--- config.mk ---
export PLATFORM = sky130hd
export DESIGN_NAME = tmr_evt_counter
export DESIGN_NICKNAME = d
export VERILOG_FILES = /design/src/rtl/tmr_pkg.sv /design/src/rtl/tmr_pin_sync.sv /design/src/rtl/tmr_regs.sv /design/src/rtl/tmr_core.sv /design/src/rtl/tmr_evt_counter.sv
export SDC_FILE = /design/constraint.sdc
export NUM_CORES = 1
export LEC_CHECK = 0
export BUFFER_PORTS_ARGS = -buffer_cell sky130_fd_sc_hd__buf_2
export CORE_UTILIZATION = 53
export CTS_CLUSTER_DIAMETER = 200
export DETAILED_ROUTE_END_ITERATION = 8
export PLACE_DENSITY = 0.72
export SYNTH_ARGS = -nofsm -noshare
export SYNTH_HDL_FRONTEND = slang
export SYNTH_SLANG_ARGS = --single-unit
export TNS_END_PERCENT = 1
--- constraint.sdc ---
create_clock -name clk -period 2.1 [get_ports clk]
set_clock_uncertainty 0.2 [all_clocks]
set_input_delay 0.315 -clock clk [delete_from_list [all_inputs] [get_ports clk]]
set_output_delay 0.315 -clock clk [all_outputs]
set_load 0.02 [all_outputs]
--- src/rtl/tmr_pkg.sv ---
package tmr_pkg;

    typedef enum logic [1:0] {
        MODE_EVENT = 2'b00,
        MODE_TIMER = 2'b01,
        MODE_PULSE = 2'b10,
        MODE_HOLD  = 2'b11
    } tmr_mode_e;

    typedef enum logic [1:0] {
        ST_IDLE = 2'b00,
        ST_RUN  = 2'b01,
        ST_ARM  = 2'b10,
        ST_MEAS = 2'b11
    } tmr_state_e;

    // register layout: [3] run, [2] edge select, [1:0] mode
    typedef struct packed {
        logic      run;
        logic      edge_sel;
        tmr_mode_e mode;
    } tmr_ctrl_t;

    localparam logic [1:0] ADR_LO  = 2'd0;
    localparam logic [1:0] ADR_HI  = 2'd1;
    localparam logic [1:0] ADR_CTL = 2'd2;

endpackage

--- src/rtl/tmr_pin_sync.sv ---
module tmr_pin_sync #(
    parameter int STAGES = 2
) (
    input  logic clk,
    input  logic rst_n,
    input  logic pin_async,
    output logic pin_rise,
    output logic pin_fall
);
    logic [STAGES-1:0] sync_q;
    logic              prev_q;
    logic              lvl;

    assign lvl = sync_q[STAGES-1];

    always_ff @(posedge clk or negedge rst_n) begin
        if (!rst_n) begin
            sync_q <= '0;
            prev_q <= 1'b0;
        end else begin
            sync_q <= {sync_q[STAGES-2:0], pin_async};
            prev_q <= lvl;
        end
    end

    assign pin_rise = lvl & ~prev_q;
    assign pin_fall = ~lvl & prev_q;
endmodule

--- src/rtl/tmr_regs.sv ---
module tmr_regs
    import tmr_pkg::*;
#(
    parameter int WIDTH = 16
) (
    input  logic             clk,
    input  logic             rst_n,
    input  logic             bus_sel,
    input  logic             bus_wr,
    input  logic             bus_rd,
    input  logic [1:0]       bus_addr,
    input  logic [7:0]       bus_wdata,
    output logic [7:0]       bus_rdata,
    input  logic [WIDTH-1:0] cnt,
    input  logic             run_clr,
    output tmr_ctrl_t        ctrl_q,
    output logic [WIDTH-1:0] pre_q,
    output logic             pre_wr,
    output logic [WIDTH-1:0] pre_val
);
    logic wr_hit;
    logic rd_hit;

    assign wr_hit = bus_sel & bus_wr;
    assign rd_hit = bus_sel & bus_rd;

    // control register; a software write outranks the hardware run clear
    always_ff @(posedge clk or negedge rst_n) begin
        if (!rst_n) begin
            ctrl_q <= '0;
        end else if (wr_hit && bus_addr == ADR_CTL) begin
            ctrl_q <= tmr_ctrl_t'(bus_wdata[3:0]);
        end else if (run_clr) begin
            ctrl_q.run <= 1'b0;
        end
    end

    always_ff @(posedge clk or negedge rst_n) begin
        if (!rst_n) begin
            pre_q <= '0;
        end else if (pre_wr) begin
            pre_q <= pre_val;
        end
    end

    generate
        if (WIDTH > 8) begin : g_wide
            logic [7:0] lo_buf_q;

            always_ff @(posedge clk or negedge rst_n) begin
                if (!rst_n) begin
                    lo_buf_q <= '0;
                end else if (wr_hit && bus_addr == ADR_LO) begin
                    lo_buf_q <= bus_wdata;
                end else if (rd_hit && bus_addr == ADR_HI) begin
                    lo_buf_q <= cnt[7:0];
                end
            end

            assign pre_wr  = wr_hit && (bus_addr == ADR_HI);
            assign pre_val = {bus_wdata[WIDTH-9:0], lo_buf_q};

            always_comb begin
                bus_rdata = '0;
                if (rd_hit) begin
                    unique case (bus_addr)
                        ADR_LO:  bus_rdata = lo_buf_q;
                        ADR_HI:  bus_rdata = 8'(cnt[WIDTH-1:8]);
                        ADR_CTL: bus_rdata = {4'b0, ctrl_q};
                        default: bus_rdata = '0;
                    endcase
                end
            end
        end else begin : g_narrow
            assign pre_wr  = wr_hit && (bus_addr == ADR_LO);
            assign pre_val = bus_wdata[WIDTH-1:0];

            always_comb begin
                bus_rdata = '0;
                if (rd_hit) begin
                    unique case (bus_addr)
                        ADR_LO:  bus_rdata = 8'(cnt);
                        ADR_CTL: bus_rdata = {4'b0, ctrl_q};
                        default: bus_rdata = '0;
                    endcase
                end
            end
        end
    endgenerate
endmodule

--- src/rtl/tmr_core.sv ---
module tmr_core
    import tmr_pkg::*;
#(
    parameter int WIDTH = 16
) (
    input  logic             clk,
    input  logic             rst_n,
    input  tmr_ctrl_t        ctrl,
    input  logic             tick_en,
    input  logic             pin_rise,
    input  logic             pin_fall,
    input  logic [WIDTH-1:0] pre_q,
    input  logic             pre_wr,
    input  logic [WIDTH-1:0] pre_val,
    input  logic             irq_clr,
    output logic [WIDTH-1:0] cnt_q,
    output tmr_state_e       state_q,
    output logic             run_clr,
    output logic             ovf,
    output logic             irq_flag
);
    localparam logic [WIDTH-1:0] CNT_MAX = {WIDTH{1'b1}};

    tmr_state_e state_d;
    logic       start_edge;
    logic       stop_edge;
    logic       step;

    assign start_edge = ctrl.edge_sel ? pin_rise : pin_fall;
    assign stop_edge  = ctrl.edge_sel ? pin_fall : pin_rise;

    // state register
    always_ff @(posedge clk or negedge rst_n) begin
        if (!rst_n) state_q <= ST_IDLE;
        else        state_q <= state_d;
    end

    // next state
    always_comb begin
        state_d = ST_IDLE;
        if (ctrl.run) begin
            unique case (ctrl.mode)
                MODE_EVENT, MODE_TIMER: state_d = ST_RUN;
                MODE_PULSE: begin
                    unique case (state_q)
                        ST_ARM:  state_d = start_edge ? ST_MEAS : ST_ARM;
                        ST_MEAS: state_d = stop_edge  ? ST_IDLE : ST_MEAS;
                        default: state_d = ST_ARM;
                    endcase
                end
                MODE_HOLD:  state_d = ST_IDLE;
            endcase
        end
    end

    // outputs of the state machine
    always_comb begin
        step    = 1'b0;
        run_clr = 1'b0;
        unique case (state_q)
            ST_IDLE: step = 1'b0;
            ST_RUN: begin
                if (ctrl.mode == MODE_TIMER)      step = tick_en;
                else if (ctrl.mode == MODE_EVENT) step = start_edge;
            end
            ST_ARM:  step = start_edge & tick_en;
            ST_MEAS: begin
                step    = tick_en & ~stop_edge;
                run_clr = stop_edge;
            end
        endcase
        step = step & ctrl.run;
    end

    assign ovf = step && (cnt_q == CNT_MAX);

    always_ff @(posedge clk or negedge rst_n) begin
        if (!rst_n) begin
            cnt_q <= '0;
        end else if (pre_wr && !ctrl.run) begin
            cnt_q <= pre_val;
        end else if (step) begin
            cnt_q <= (cnt_q == CNT_MAX) ? pre_q : cnt_q + 1'b1;
        end
    end

    always_ff @(posedge clk or negedge rst_n) begin
        if (!rst_n)       irq_flag <= 1'b0;
        else if (ovf)     irq_flag <= 1'b1;
        else if (irq_clr) irq_flag <= 1'b0;
    end
endmodule

--- src/rtl/tmr_evt_counter.sv ---
module tmr_evt_counter
    import tmr_pkg::*;
#(
    parameter int WIDTH       = 16,
    parameter int SYNC_STAGES = 2
) (
    input  logic       clk,
    input  logic       rst_n,
    input  logic       bus_sel,
    input  logic       bus_wr,
    input  logic       bus_rd,
    input  logic [1:0] bus_addr,
    input  logic [7:0] bus_wdata,
    output logic [7:0] bus_rdata,
    input  logic       pin_in,
    input  logic       tick_en,
    input  logic       irq_clr,
    output logic       irq_flag
);
    logic             pin_rise;
    logic             pin_fall;
    tmr_ctrl_t        ctrl_q;
    logic [WIDTH-1:0] pre_q;
    logic             pre_wr;
    logic [WIDTH-1:0] pre_val;
    logic [WIDTH-1:0] cnt_q;
    tmr_state_e       state_q;
    logic             run_clr;
    logic             ovf;

    tmr_pin_sync #(.STAGES(SYNC_STAGES)) u_sync (
        .clk      (clk),
        .rst_n    (rst_n),
        .pin_async(pin_in),
        .pin_rise (pin_rise),
        .pin_fall (pin_fall)
    );

    tmr_regs #(.WIDTH(WIDTH)) u_regs (
        .clk      (clk),
        .rst_n    (rst_n),
        .bus_sel  (bus_sel),
        .bus_wr   (bus_wr),
        .bus_rd   (bus_rd),
        .bus_addr (bus_addr),
        .bus_wdata(bus_wdata),
        .bus_rdata(bus_rdata),
        .cnt      (cnt_q),
        .run_clr  (run_clr),
        .ctrl_q   (ctrl_q),
        .pre_q    (pre_q),
        .pre_wr   (pre_wr),
        .pre_val  (pre_val)
    );

    tmr_core #(.WIDTH(WIDTH)) u_core (
        .clk     (clk),
        .rst_n   (rst_n),
        .ctrl    (ctrl_q),
        .tick_en (tick_en),
        .pin_rise(pin_rise),
        .pin_fall(pin_fall),
        .pre_q   (pre_q),
        .pre_wr  (pre_wr),
        .pre_val (pre_val),
        .irq_clr (irq_clr),
        .cnt_q   (cnt_q),
        .state_q (state_q),
        .run_clr (run_clr),
        .ovf     (ovf),
        .irq_flag(irq_flag)
    );
endmodule

# == After elaboration in Yosys (flattened, before gate mapping) ==
# Index checks and enable logic that the tools add are counted.
# classes
bitwise_logic,10
n_addsub,1
reduce_logical,15
mux,22
n_eq_ne,9
# op_table
operator,n
16-bit 2-to-1 mux,3
8-bit 2-to-1 mux,3
8-bit one-hot mux with 3 select lines,1
16-bit by 1-bit adder with 16-bit output (second input constant),1
16-bit equality test (second input constant),1
2-bit equality test (second input constant),5
1-bit 2-to-1 mux,10
2-bit nonzero test,4
1-bit AND,7
2-bit by 1-bit equality test with 1-bit output (second input constant),3
1-bit logical AND,6
2-bit zero test,3
2-bit one-hot mux with 3 select lines,1
2-bit 2-to-1 mux,2
1-bit one-hot mux with 4 select lines,1
2-bit one-hot mux with 2 select lines,1
1-bit NOT,3
2-bit OR reduction,1
1-bit zero test,1
# word_totals
inputBits,18
elab_cells,67
reg_bits,50

# == Longest topological paths before layout ==
# depth
ltp_word,9
mapped_depth,7
depth_no_buf,6

# == Hierarchy ==
# Synthesis repeated with hierarchy kept, for this count alone.
# hier_totals
hier_cells,285
area_unflattened_um2,2851.5
# modules_own_cells
module,instances,cells_per_inst,seq_area_each_um2,area_each_um2
tmr_regs,1,120,700.7,1413.9
tmr_core,1,160,475.5,1347.5
tmr_pin_sync,1,5,75.1,90.1

# == Worst setup path before layout ==
# No wires, ideal clock.
# synth_path
path_kind,reg2reg
from,register u_sync.sync_q[1]
to,register u_core.cnt_q[2]
arrival_time_ns,1.845
path_stages_with_launch,7
path_buffers,1
slack_ns,-0.071
setup_ns,0.126
path_cell_list,dfrtp_1 nand2b_4 o2111a_2 or4b_1 buf_2 mux2i_1 a221o_1
# synth_via
elab_chain_len,8
elab_cells_between_ends,13
cone_classes,mux (5); bitwise (7); reduce/logical (1)
# synth_rtl
item,line,text
"start, declared",tmr_pin_sync.sv:10,logic [STAGES-1:0] sync_q;
"start signal, assigned",tmr_pin_sync.sv:21,"sync_q <= {sync_q[STAGES-2:0], pin_async};"
1-bit NOT,tmr_pin_sync.sv:27,assign pin_fall = ~lvl & prev_q;
1-bit AND,tmr_pin_sync.sv:27,
1-bit 2-to-1 mux (on tied branches),"tmr_core.sv:29, tmr_core.sv:30",
1-bit 2-to-1 mux or 1-bit NOT (tied branches),"tmr_core.sv:64, tmr_core.sv:68",
1-bit 2-to-1 mux or 1-bit AND (tied branches),"tmr_core.sv:63, tmr_core.sv:68",
1-bit one-hot mux with 4 select lines *,tmr_core.sv:60,unique case (state_q)
1-bit AND *,tmr_core.sv:72,step = step & ctrl.run;
2-bit nonzero test (no line) *,--,
"end signal, assigned",tmr_core.sv:81,cnt_q <= pre_val;
"end signal, assigned",tmr_core.sv:83,cnt_q <= (cnt_q == CNT_MAX) ? pre_q : cnt_q + 1'b1;
"end, declared",tmr_core.sv:16,"output logic [WIDTH-1:0] cnt_q,"
# Mark *: on every way between the ends. The rest lies on a longest branch, timed or not.
# A chain may end at the register's enable or synchronous reset.

# == Final worst setup path ==
# Same ends and word-level chain as after synthesis.

==> metrics list <==
- For this run, the number of Yosys warnings is 0.
* Sequential fraction of the synthesis area: 44.5%
- Origin of the worst min-delay path: bus_wdata[4]
- After floorplanning, the core was sized to cover 5110 sq um.
* Violations in the final reports: negative setup slack
* Insertion delay of the later-clocked pin in the worst-skew pair: 0.31 ns
- Relative to the synthesized area, the layout overhead comes to 23.0%.
* Cell-by-cell trace of the critical path: nand2b_4 > o2111a_2 > or4b_4 > mux2i_1 > a221o_1
- For this block, the initial DRC count from the detailed router was 267.
* Routed vias: 2502
- Synthesis instantiated 54 different standard cells from the library.
- For this run, the share of the core covered by cells in the final layout is 67.7%.
* Overall track demand over capacity in global routing: 27.8%
- Highest-delay cell along the critical path: or4b_4
- Buffers added on ports: 26
- Cell area after synthesis: 2810 sq um
- For this run, design rule violations remaining after detail routing come to 0.
- The synthesized netlist devotes 1.56% of its cell area to XOR and XNOR gates.
- Counting the fill cells in the layout gives 404.
- Worst path required time: 2.09 ns
- CTS HTree Levels: 2
- After detailed routing, the average wire length per cell comes to 17.6 um.
- Vias in the first global route: 2307
* Number of maximum-capacitance constraint violations: 0
- FFs w/ async S/R, synth: 100%
- Largest fanout on the critical path: 5
- Flop and latch count out of synthesis: 50
- Once detail routing completed, the nets flagged for antenna violations numbered 0.
- Count of TritonRoute iterations in the first routing pass: 4
- Setup slack on the worst reg-to-reg path comes out at -0.1 ns.
- The first global-routing pass estimated 11400 um of wire.
* Slew Viols, Final: 0
- The run finished, with violations left.
- Min Hold Slack: 0.0704 ns
* RSZ-0062 raised after global routing: true
- The tree is rooted in a clkbuf_8.
- Dividing total power by cell area gives a power density of 1030 nW/um^2.
* Adder-Cell Fraction of Synth Area: 0.445%
- Most common cell after layout, fill and taps aside: dfrtp_1
- CP max stage delay: 0.61 ns
- Category of the worst setup path capture point: flop
- The most used flip-flop cell after synthesis is dfrtp_1.
* Clk slew on worst S/H paths: 0.09 ns
- The startpoint identified for the worst register-to-register timing path is u_sync.sync_q[1].
- Type of the worst setup path: flop to flop
- In this run, synthesis inferred 0 flip-flops with an integrated enable.
* Launching instance or port of the critical path: u_sync.sync_q[1]
- Complex-gate fraction of the synthesized area: 15.4%
- The floorplan has 26 rows.
- Static Leakage: 0.00152 uW
- For this block, the routed nets add up to 7340 um of wire.
- Avg Vias per Cell: 6.01
- The finished layout holds 416 standard cells, fillers aside.
- Inserted Diodes: 0
* Placed cells: 406
- The initial antenna violation count came to 0.
- Type of the most critical hold path: input pin to flop
* Global placement routability congestion: 0.917
* Max Fclk: 0.455 GHz
* Clock tree from TritonCTS: built
- The number of clock buffers added by TritonCTS is 5.
- When the netlist entered floorplanning its net count stood at 303.
- Worst setup slack after placement: -0.128 ns
- Multiplexer share of the synthesized area: 14.3%
- For hold timing, the worst endpoint is u_regs.g_wide.lo_buf_q[4].
- Die Y-Extent: 74.8 um
- The worst register-to-register path ends at u_core.cnt_q[2].
- Post-Synth Simple-Gate Area: 20.5%
- Initial cell density of the core: 55.0%
* Global route hottest layer: met2
* Total congestion overflow: 0
- In the layout the commonest cells are dfrtp_1, buf_4, nor2_1.
- Final setup violating endpoints: 15
* Die W: 74.8 um
- Largest family of logic cells by synthesized area: simple AND/OR/NAND/NOR gates
- Number of cells on the worst reg-to-reg path: 5
- The worst hold path was traced through 3 stages.
- Final critical path time including I/O delays and setup: 2.20 ns
- Tcrit/Tclk final: 105%
- In the global route stage, met1 resource usage came out at 38.2%.
- Num ports: 27
- Count of final hold-check violations: 0
- Global routing used 6.02% of the available met3 tracks.
* Met2 Resource Use GR: 44.6%
- Once detailed placement completed, the half-perimeter wirelength came to 5180 um.
- Total Power: 3570 uW
* Maximum number of pins on one net before global-route repair: 51
* Overall die area: 5600 sq um
* Type of origin of the critical path: flop
* Clk sinks: 50
* Post-route worst setup slack: -0.0957 ns
- Actual slew at the worst max-slew pin: 0.564 ns
- Fraction of layout cells with a size suffix above 1: 31.5%
* Arrival time worst endpoint: 2.19 ns
- Post-Synthesis Cells: 284
- The final layout contains 366 nets.
- The worst-case IR drop observed on VDD is 0.000600 V.
- The clock passes through at most 2 buffers.
- Worst rel slew slack: 62.4%
* Mean cell area of the mapped netlist: 9.90 sq um
==> registers in the layout, indices dropped and copies added, names as in the netlist <==
signal,cells
u_sync.sync_q,2
u_core.irq_flag,1
u_sync.prev_q,1
u_regs.pre_q,16
u_regs.g_wide.lo_buf_q,8
u_core.cnt_q,16
u_core.state_q,2
u_regs.ctrl_q,4
==> critical path: cells and delay by family (launching register included) <==
kind / cells / cell delay [ns]
flip-flops: 1 / 0.40
AND/OR/NAND/NOR: 2 / 0.76
AO/OA/AOI/OAI: 2 / 0.58
multiplexers: 1 / 0.14
==> metrics by stage <==
step	cell area, sq um	setup TNS, ns
floorplan	2810	-0.167
global route	3460	-1.86
global placement	3290	-0.649
CTS	3420	-0.826
detailed placement	3290	-1.11
finish	3460	-0.757
==> cells by family after synthesis <==
logic type                 after synthesis
AOI/OAI and AO/OA                       60
xor gates and xnor gates                 5
adders and majority gates                1
buffers and inverters                   21
DFF                                     50
muxes                                   38
and+or+nand+nor                        109
==> cell usage after synthesis, types with 2 or more instances <==
cell	count	area share, %
dfrtp_1	50	45
nor2_1	33	4.4
nand2_1	22	2.9
mux2i_1	21	7.5
nand3_1	19	3.4
mux2_2	17	6.8
a21oi_1	15	2.7
o211ai_1	9	2.4
inv_1	7	0.93
o21ai_0	7	1.2
clkbuf_1	6	0.80
buf_2	4	0.71
nand4_1	4	0.89
nor3b_1	4	1.1
a211o_1	3	0.93
a221o_1	3	1.1
a32oi_1	3	0.93
buf_1	3	0.40
nand2b_1	3	0.67
nor4_1	3	0.67
or2_2	3	0.67
xnor2_1	3	0.93
a211oi_1	2	0.53
a21o_1	2	0.53
a311oi_1	2	0.62
a31oi_1	2	0.44
and3_1	2	0.44
nand3b_1	2	0.53
nor2b_1	2	0.44
nor3_1	2	0.36
o22ai_1	2	0.44
xor2_1	2	0.62
==> where the power goes <==
group / total [uW] / internal [uW] / switching [uW]
Clock: 562 / 255 / 307
Sequential: 1590 / 1300 / 292
Combinational: 1420 / 717 / 707
Total: 3570 / 2270 / 1310
==> area by class of cell <==
class / instances / area (sq um) / share of cell area (%)
multi-input cells: 214 / 1520 / 44.0
clock buffers: 6 / 82.6 / 2.39
flip-flops and latches: 50 / 1250 / 36.2
inverters: 7 / 26.3 / 0.760
repair buffers: 69 / 489 / 14.2
well taps: 70 / 87.6 / 2.53
==> routing by layer <==
metal,up-vias,part of all wire [%]
li1,1171,-
met4,0,1.5
met3,11,5.9
met1,1232,45
met2,88,48
met5,-,0
==> worst max-delay path by stage <==
stage / endpoint / slack (ns) / cells after the start
final: u_core.cnt_q[2] / -0.1 / 5
after global routing: u_core.cnt_q[2] / -0.14 / 5
after CTS: u_core.cnt_q[2] / -0.10 / 6
after detailed placement: u_core.cnt_q[2] / -0.13 / 6
after global placement: u_core.cnt_q[2] / -0.09 / 6
after floorplan: u_core.cnt_q[2] / -0.07 / 6
==> timing repair <==
action	4_1_cts	5_1_grt
hold buffers	3	0
pin swaps	2	2
endpoints found under the setup margin	16	17
gates cloned	0	1
gates resized for setup	3	7
hold endpoints to repair	52	0
buffers inserted	1	0
Note: power is estimated with default switching activity, not from simulation.
